File: config.mk
export PLATFORM = sky130hd
export DESIGN_NAME = alu_op_decode
export DESIGN_NICKNAME = d
export VERILOG_FILES = /design/src/rtl/alu_op_decode.sv
export SDC_FILE = /design/constraint.sdc
export NUM_CORES = 1
export LEC_CHECK = 0
export BUFFER_PORTS_ARGS = -buffer_cell sky130_fd_sc_hd__clkbuf_2
export CAP_MARGIN = 20
export CORE_AREA = 3 3 40 42
export DETAILED_ROUTE_END_ITERATION = 6
export DIE_AREA = 0 0 43 45
export SYNTH_ARGS = -nofsm -noshare
export SYNTH_HDL_FRONTEND = slang
export SYNTH_SLANG_ARGS = --single-unit
File: constraint.sdc
create_clock -name vclk -period 1.77
set_input_delay 0.177 -clock vclk [all_inputs]
set_output_delay 0.177 -clock vclk [all_outputs]
set_load 0.05 [all_outputs]
File: src/rtl/alu_op_decode.sv
module alu_op_decode #(
  parameter int CLS_W = 3,
  parameter int F7_W  = 7,
  parameter int F3_W  = 3,
  parameter int OP_W  = 5
) (
  input  logic [CLS_W-1:0] cls_i,
  input  logic [F7_W-1:0]  f7_i,
  input  logic [F3_W-1:0]  f3_i,
  output logic [OP_W-1:0]  op_o
);

  localparam logic [CLS_W-1:0] CLS_DW = CLS_W'(1);
  localparam logic [CLS_W-1:0] CLS_W32 = CLS_W'(3);

  localparam logic [F7_W-1:0] F7_PLAIN = F7_W'(7'b0000000);
  localparam logic [F7_W-1:0] F7_ALT   = F7_W'(7'b0100000);
  localparam logic [F7_W-1:0] F7_MD    = F7_W'(7'b0000001);

  localparam logic [OP_W-1:0] OP_ADD    = OP_W'(5'b00000);
  localparam logic [OP_W-1:0] OP_ADDW   = OP_W'(5'b00001);
  localparam logic [OP_W-1:0] OP_SUB    = OP_W'(5'b00010);
  localparam logic [OP_W-1:0] OP_SUBW   = OP_W'(5'b00100);
  localparam logic [OP_W-1:0] OP_MUL    = OP_W'(5'b00101);
  localparam logic [OP_W-1:0] OP_MULW   = OP_W'(5'b00110);
  localparam logic [OP_W-1:0] OP_MULH   = OP_W'(5'b00111);
  localparam logic [OP_W-1:0] OP_MULHU  = OP_W'(5'b01000);
  localparam logic [OP_W-1:0] OP_DIV    = OP_W'(5'b01001);
  localparam logic [OP_W-1:0] OP_DIVU   = OP_W'(5'b01010);
  localparam logic [OP_W-1:0] OP_DIVW   = OP_W'(5'b01011);
  localparam logic [OP_W-1:0] OP_DIVUW  = OP_W'(5'b01100);
  localparam logic [OP_W-1:0] OP_AND    = OP_W'(5'b01101);
  localparam logic [OP_W-1:0] OP_OR     = OP_W'(5'b01110);
  localparam logic [OP_W-1:0] OP_XOR    = OP_W'(5'b01111);
  localparam logic [OP_W-1:0] OP_SRA    = OP_W'(5'b10000);
  localparam logic [OP_W-1:0] OP_SRAW   = OP_W'(5'b10001);
  localparam logic [OP_W-1:0] OP_SLL    = OP_W'(5'b10010);
  localparam logic [OP_W-1:0] OP_SLLW   = OP_W'(5'b10011);
  localparam logic [OP_W-1:0] OP_SRL    = OP_W'(5'b10100);
  localparam logic [OP_W-1:0] OP_SRLW   = OP_W'(5'b10101);
  localparam logic [OP_W-1:0] OP_SLT    = OP_W'(5'b10110);
  localparam logic [OP_W-1:0] OP_SLTU   = OP_W'(5'b10111);
  localparam logic [OP_W-1:0] OP_MULHSU = OP_W'(5'b11000);
  localparam logic [OP_W-1:0] OP_REMUW  = OP_W'(5'b11001);
  localparam logic [OP_W-1:0] OP_REMW   = OP_W'(5'b11010);
  localparam logic [OP_W-1:0] OP_REMU   = OP_W'(5'b11011);
  localparam logic [OP_W-1:0] OP_REM    = OP_W'(5'b11100);
  localparam logic [OP_W-1:0] OP_BAD    = OP_W'(5'b11111);

  logic dw, wd;
  logic [OP_W-1:0] op_q;

  assign dw = (cls_i == CLS_DW);
  assign wd = (cls_i == CLS_W32);

  always_comb begin
    op_q = OP_BAD;
    if (dw || wd) begin
      case (f7_i)
        F7_PLAIN: begin
          case (f3_i)
            3'd0: op_q = wd ? OP_ADDW : OP_ADD;
            3'd1: op_q = wd ? OP_SLLW : OP_SLL;
            3'd2: if (dw) op_q = OP_SLT;
            3'd3: if (dw) op_q = OP_SLTU;
            3'd4: if (dw) op_q = OP_XOR;
            3'd5: op_q = wd ? OP_SRLW : OP_SRL;
            3'd6: if (dw) op_q = OP_OR;
            3'd7: if (dw) op_q = OP_AND;
            default: op_q = OP_BAD;
          endcase
        end
        F7_ALT: begin
          case (f3_i)
            3'd0: op_q = wd ? OP_SUBW : OP_SUB;
            3'd5: op_q = wd ? OP_SRAW : OP_SRA;
            default: op_q = OP_BAD;
          endcase
        end
        F7_MD: begin
          case (f3_i)
            3'd0: op_q = wd ? OP_MULW : OP_MUL;
            3'd1: if (dw) op_q = OP_MULH;
            3'd2: if (dw) op_q = OP_MULHSU;
            3'd3: if (dw) op_q = OP_MULHU;
            3'd4: op_q = wd ? OP_DIVW : OP_DIV;
            3'd5: op_q = wd ? OP_DIVUW : OP_DIVU;
            3'd6: op_q = wd ? OP_REMW : OP_REM;
            3'd7: op_q = wd ? OP_REMUW : OP_REMU;
            default: op_q = OP_BAD;
          endcase
        end
        default: op_q = OP_BAD;
      endcase
    end
  end

  assign op_o = op_q;

  always_comb begin
    if (cls_i != CLS_DW && cls_i != CLS_W32)
      AST_CLASS_GATE: assert (op_o == OP_BAD);
    if (f7_i != F7_PLAIN && f7_i != F7_ALT && f7_i != F7_MD)
      AST_F7_GATE: assert (op_o == OP_BAD);
    AST_NO_SPARE: assert (op_o != OP_W'(5'b00011) && op_o != OP_W'(5'b11101) && op_o != OP_W'(5'b11110));
    if (op_o == OP_ADDW || op_o == OP_SLLW || op_o == OP_SRLW || op_o == OP_MULW || op_o == OP_DIVW ||
        op_o == OP_DIVUW || op_o == OP_REMW || op_o == OP_REMUW)
      AST_WORD_ONLY: assert (cls_i == CLS_W32);
    if (f7_i == F7_ALT && op_o != OP_BAD)
      AST_ALT_F3: assert (f3_i == 3'd0 || f3_i == 3'd5);
    if (op_o == OP_MULH || op_o == OP_MULHSU || op_o == OP_MULHU || op_o == OP_REM || op_o == OP_REMU)
      AST_MD_64: assert (f7_i == F7_MD && cls_i == CLS_DW);
  end

endmodule

==> metrics.cfg, run 1 <==
[sta]
whs_ns=0.851
setup-tns-final_ns=-0.288
setup_viol=4
relSlewSlack_pct=77.3
worst_pin_slew_ns=0.337
max_freq_ghz=0.534
hold_viol_final=0
final.period_utilization_pct=106
maxSlewViolCount=0
period_needed_ns=1.87
setup_ws_ns=-0.102
rsz0062_at_grt=true

[die]
ioPinCount=18
dieArea_um2=1940
fp.dieH_um=45
floorplan.initialDensity_pct=33.1
rows=13
core_area_um2=1280
die_x_um=43

[run]
maxCapViolations=0

[cells_and_area]
clock_buffers=0
area_delta_synth_final_pct=58.8
fin_area_um2=676
regArea_um2=0
n_fill_cell=132
drive_gt1_share_pct=42.9
antenna_cells=0
multi_input_area_um2=405
layout_common_cells=clkbuf_2, buf_4, o21ai_0
final_common_cell=clkbuf_2
finalNetCount=106
seq_cells=0
layout.cells.non_filler=106

[logic_synthesis]
syn_nets=80
synth_area_um2=425
ys_warn_count=0
synth_top_area_share_pct=8.24
netlist-cell-type-count=33
synthTopCellsByArea=o21ai_0, a221o_1, o31ai_1, a21oi_1, nor3_1
yosys.area.top_type=o21ai_0
syn-instance-count=67
synth_area_per_cell_um2=6.35
yosysSeqAreaShare_pct=0

[run_status]
status=finished, violations left
violations=negative setup slack

[power_and_ir_drop]
cellPowerDensity_nw_per_um2=165
sw_frac_of_total_pct=53.2
vdd_drop_max_mv=0.0931
p_int_uw=52.3
total_power_uw=112
clockPowerShare_pct=0
power_frac_comb_pct=100.0
cellLeakagePower_nw=0.294
seq_power_share_pct=0
switchingPower_uw=59.5

[critical_path]
worst-path-buf-inv=2
endpoint_kind=primary output
slowest_stage=or4_4
crit_path_cell_trace=clkbuf_2 > or4_4 > or3_4 > a311oi_2 > a221o_2 > buf_8
crit_path_start_kind=primary input
critPathLaunch=f7_i[4]
critPathRequiredTime_ns=1.59
cp_max_fo=3
critPathKind=in -> out
path_delay_family=simple AND/OR/NAND/NOR gates
worstPathArrival_ns=1.69
critPathMaxStageDelay_ns=0.52

[grt]
grt_max_degree=12
grt_pass1_vias=551
overflow=0
grt_util_all_layers_pct=15.3
grt_first_pass_wirelength_um=2410
antenna_found_initial=0

[drt]
vias=591
wl_per_cell_um=12.9
drt_wl_total_um=1370
drc=0
detail_route.iter0.violations=10
drt-pass1-iter-count=4
ant_nets=0
viasPerCell=5.58

[place]
port_buffers=18
detailed_place_hpwl_um=1100
place.gp.congestion=0.839
dp_cells=106
placed_cell_area_um2=627

[min_path]
min_path_type=in -> out
worstHoldStart=f7_i[1]

[clocking]
holdBufCountCts=0
post_cts_buffers=0

-- timing repair --
action,CTS,global route
endpoints found under the hold margin,0,0
cloned,0,0
pin swaps,1,2
setup endpoints to repair,4,5
gates resized for setup,8,8
-- per-stage QoR --
stage | util [%] | worst slack (ns)
after floorplan | - | -0.0308
after global placement | 48.8 | -0.206
after detailed placement | 48.8 | -0.219
after CTS | 51.5 | -0.135
after global routing | 52.6 | -0.152
final | 52.6 | -0.102
-- cells by family after synthesis --
kind of cell           Yosys count  share of synthesized area, %
AND/OR/NAND/NOR                 28                          41.5
multiplexers                     1                          2.35
AO/OA/AOI/OAI                   26                          44.4
XOR/XNOR                         1                          2.06
buffers and inverters           11                          9.71
-- cells in the mapped netlist (all sizes together) --
cell,count
o21ai,7
inv,4
nor2,4
a41o,1
a311o,1
xor2,1
clkbuf,5
nand2,4
nand2b,3
a221o,3
nand3b,1
or4,1
o21bai,1
mux2i,1
nand4,1
and3b,1
nor2b,1
a21o,1
a221oi,1
buf,2
a211oi,1
nor4bb,2
and2,1
o31ai,3
a311oi,1
nand4b,1
o211ai,2
nor3,4
or3,2
nand3,1
a21oi,4
or3b,1
-- final timing paths --
kind / to / slack [ns] / cells past startpoint
worst max-delay path: op_o[4] / -0.10 / 6
worst min-delay path: op_o[4] / 0.85 / 4
-- layout make-up --
| class | instances | share of cell area, % |
|---|---|---|
| tap | 15 | 2.78 |
| multi-input combinational | 56 | 60.0 |
| timing repair buffer | 31 | 35.0 |
| inverter | 4 | 2.22 |
-- power groups by stage --
stage | Clock, mW | Combinational (mW) | Sequential [mW]
after floorplan | 0 | 0.0630 | 0
after global placement | 0 | 0.109 | 0
after detailed placement | 0 | 0.110 | 0
after CTS | 0 | 0.110 | 0
after global routing | 0 | 0.125 | 0
final | 0 | 0.112 | 0
-- layer usage --
metal / vias up / GRT usage [%] / part of all wire, %
met5: - / 0 / 0
met4: 0 / 0 / 0
met3: 0 / 0 / 5.2
met2: 15 / 30.2 / 52
met1: 267 / 20.0 / 43
li1: 309 / - / -
No activity file was read; power rests on OpenSTA's default activity.
==> run 2: changes to the inputs <==
Settings changed: BUFFER_PORTS_ARGS -buffer_cell sky130_fd_sc_hd__clkbuf_2 to default, DONT_BUFFER_PORTS from default to 1.
==> metrics.cfg, run 2 (synthesized netlist as in run 1, its figures left out) <==
[grt]
grt_pass1_vias=444  ; -19%
grt_max_degree=19  ; +7
antenna_found_initial=0  ; unchanged
grt_first_pass_wirelength_um=1960  ; -19%
grt_util_all_layers_pct=12.5  ; -2.8 points
overflow=0  ; unchanged

[run]
maxCapViolations=0  ; unchanged

[place]
port_buffers=0  ; -18
placed_cell_area_um2=467  ; -26%
dp_cells=77  ; -27%
dp_slack_ns=-0.0641  ; +0.155 ns
place.gp.congestion=0.801  ; -4.5%
detailed_place_hpwl_um=854  ; -22%

[run_status]
status=finished, violations left
violations=negative setup slack

[sta]
setup_ws_ns=-0.0131  ; +0.0886 ns
period_needed_ns=1.78  ; -0.0886 ns
max_freq_ghz=0.561  ; +5.0%
setup_viol=2  ; -2
hold_viol_final=0  ; unchanged
whs_ns=0.590  ; -0.261 ns
rsz0062_at_grt=true
worst_pin_slew_ns=0.487  ; +0.150 ns
maxSlewViolCount=0  ; unchanged
final.period_utilization_pct=101  ; -5.0 points
setup-tns-final_ns=-0.0237  ; +0.264 ns
relSlewSlack_pct=67.5  ; -9.8 points

[power_and_ir_drop]
cellPowerDensity_nw_per_um2=113  ; -32%
vdd_drop_max_mv=0.0351  ; -62%
cellLeakagePower_nw=0.154  ; -48%

[drt]
drt-pass1-iter-count=4  ; unchanged
drc=0  ; unchanged
ant_nets=0  ; unchanged
vias=495  ; -16%
wl_per_cell_um=14.8  ; +14%
drt_wl_total_um=1140  ; -17%
detail_route.iter0.violations=14  ; +4
viasPerCell=6.43  ; +15%

[critical_path]
endpoint_kind=primary output
cp_max_fo=3  ; unchanged
critPathRequiredTime_ns=1.59  ; about the same
critPathKind=in -> out
worstPathArrival_ns=1.61  ; -0.08 ns
crit_path_start_kind=primary input

[die]
dieArea_um2=1940  ; unchanged
rows=13  ; unchanged
floorplan.initialDensity_pct=33.1  ; unchanged
die_x_um=43  ; unchanged
ioPinCount=18  ; unchanged
core_area_um2=1280  ; unchanged
fp.dieH_um=45  ; unchanged

[cells_and_area]
antenna_cells=0  ; unchanged
final_common_cell=o21ai_0
regArea_um2=0  ; unchanged
layout_common_cells=o21ai_0, nor2_1, inv_1, nand2_1, nor3_1
drive_gt1_share_pct=17.7  ; -25 points
n_fill_cell=148  ; +12%
area_delta_synth_final_pct=10.6
seq_cells=0  ; unchanged
finalNetCount=77  ; -27%
multi_input_area_um2=409  ; +0.93%
fin_area_um2=470  ; -30%
clock_buffers=0  ; unchanged
layout.cells.non_filler=77  ; -27%

[min_path]
min_path_type=in -> out

[clocking]
post_cts_buffers=0  ; unchanged
holdBufCountCts=0  ; unchanged

run 2: cell types whose count changed in the layout (fill, tap and decap cells not counted):
cell | previous run | this run
buf_6 | 2 | 0
clkbuf_8 | 1 | 0
clkbuf_2 | 13 | 0
a21oi_2 | 0 | 1
a21oi_1 | 4 | 3
buf_12 | 0 | 1
buf_8 | 3 | 0
buf_4 | 12 | 1
run 2: area by class of cell:
cell class | instances | area share, %
Timing Repair Buffer | 2 | 5.85
Tap cell | 15 | 3.99
Inverter | 4 | 3.19
Multi-Input combinational cell | 56 | 87.0
run 2: worst max-delay path, stage by stage:
cell and delay [ns]:
or4_4 0.51, or3_4 0.37, and3b_2 0.24, a221o_2 0.30
run 2: metrics by stage:
stage / util, % / total power, mW
2_1_floorplan: - / 0.0630
3_3_place_gp: 36.3 / 0.0525
3_5_place_dp: 36.3 / 0.0531
4_1_cts: 36.3 / 0.0531
5_1_grt: 36.6 / 0.0602
6_report: 36.6 / 0.0532
run 2: path summary, 6_finish.rpt:
path	from	end	slack, ns	cells past startpoint
min	f7_i[5]	op_o[2]	0.59	3
max	f7_i[4]	op_o[1]	-0.01	4
run 2: what timing repair did:
action                     in CTS  in global routing
pin swaps                       4                  2
setup endpoints to repair       2                  3
gates resized for setup         0                  1
run 2: report_power, final:
| group | switching [mW] | internal (mW) | total [mW] |
|---|---|---|---|
| combinational | 0.0272 | 0.0259 | 0.0532 |
| clock | 0 | 0 | 0 |
| sequential | 0 | 0 | 0 |
run 2: metal layers:
metal / global-route usage (%) / wire (um) / part of all wire [%] / up-vias
met5: 0 / 0 / 0 / -
met4: 0 / 0 / 0 / 0
met3: 0 / 51 / 4.5 / 0
met2: 22.2 / 577 / 51 / 14
met1: 18.3 / 509 / 45 / 230
li1: - / - / - / 251
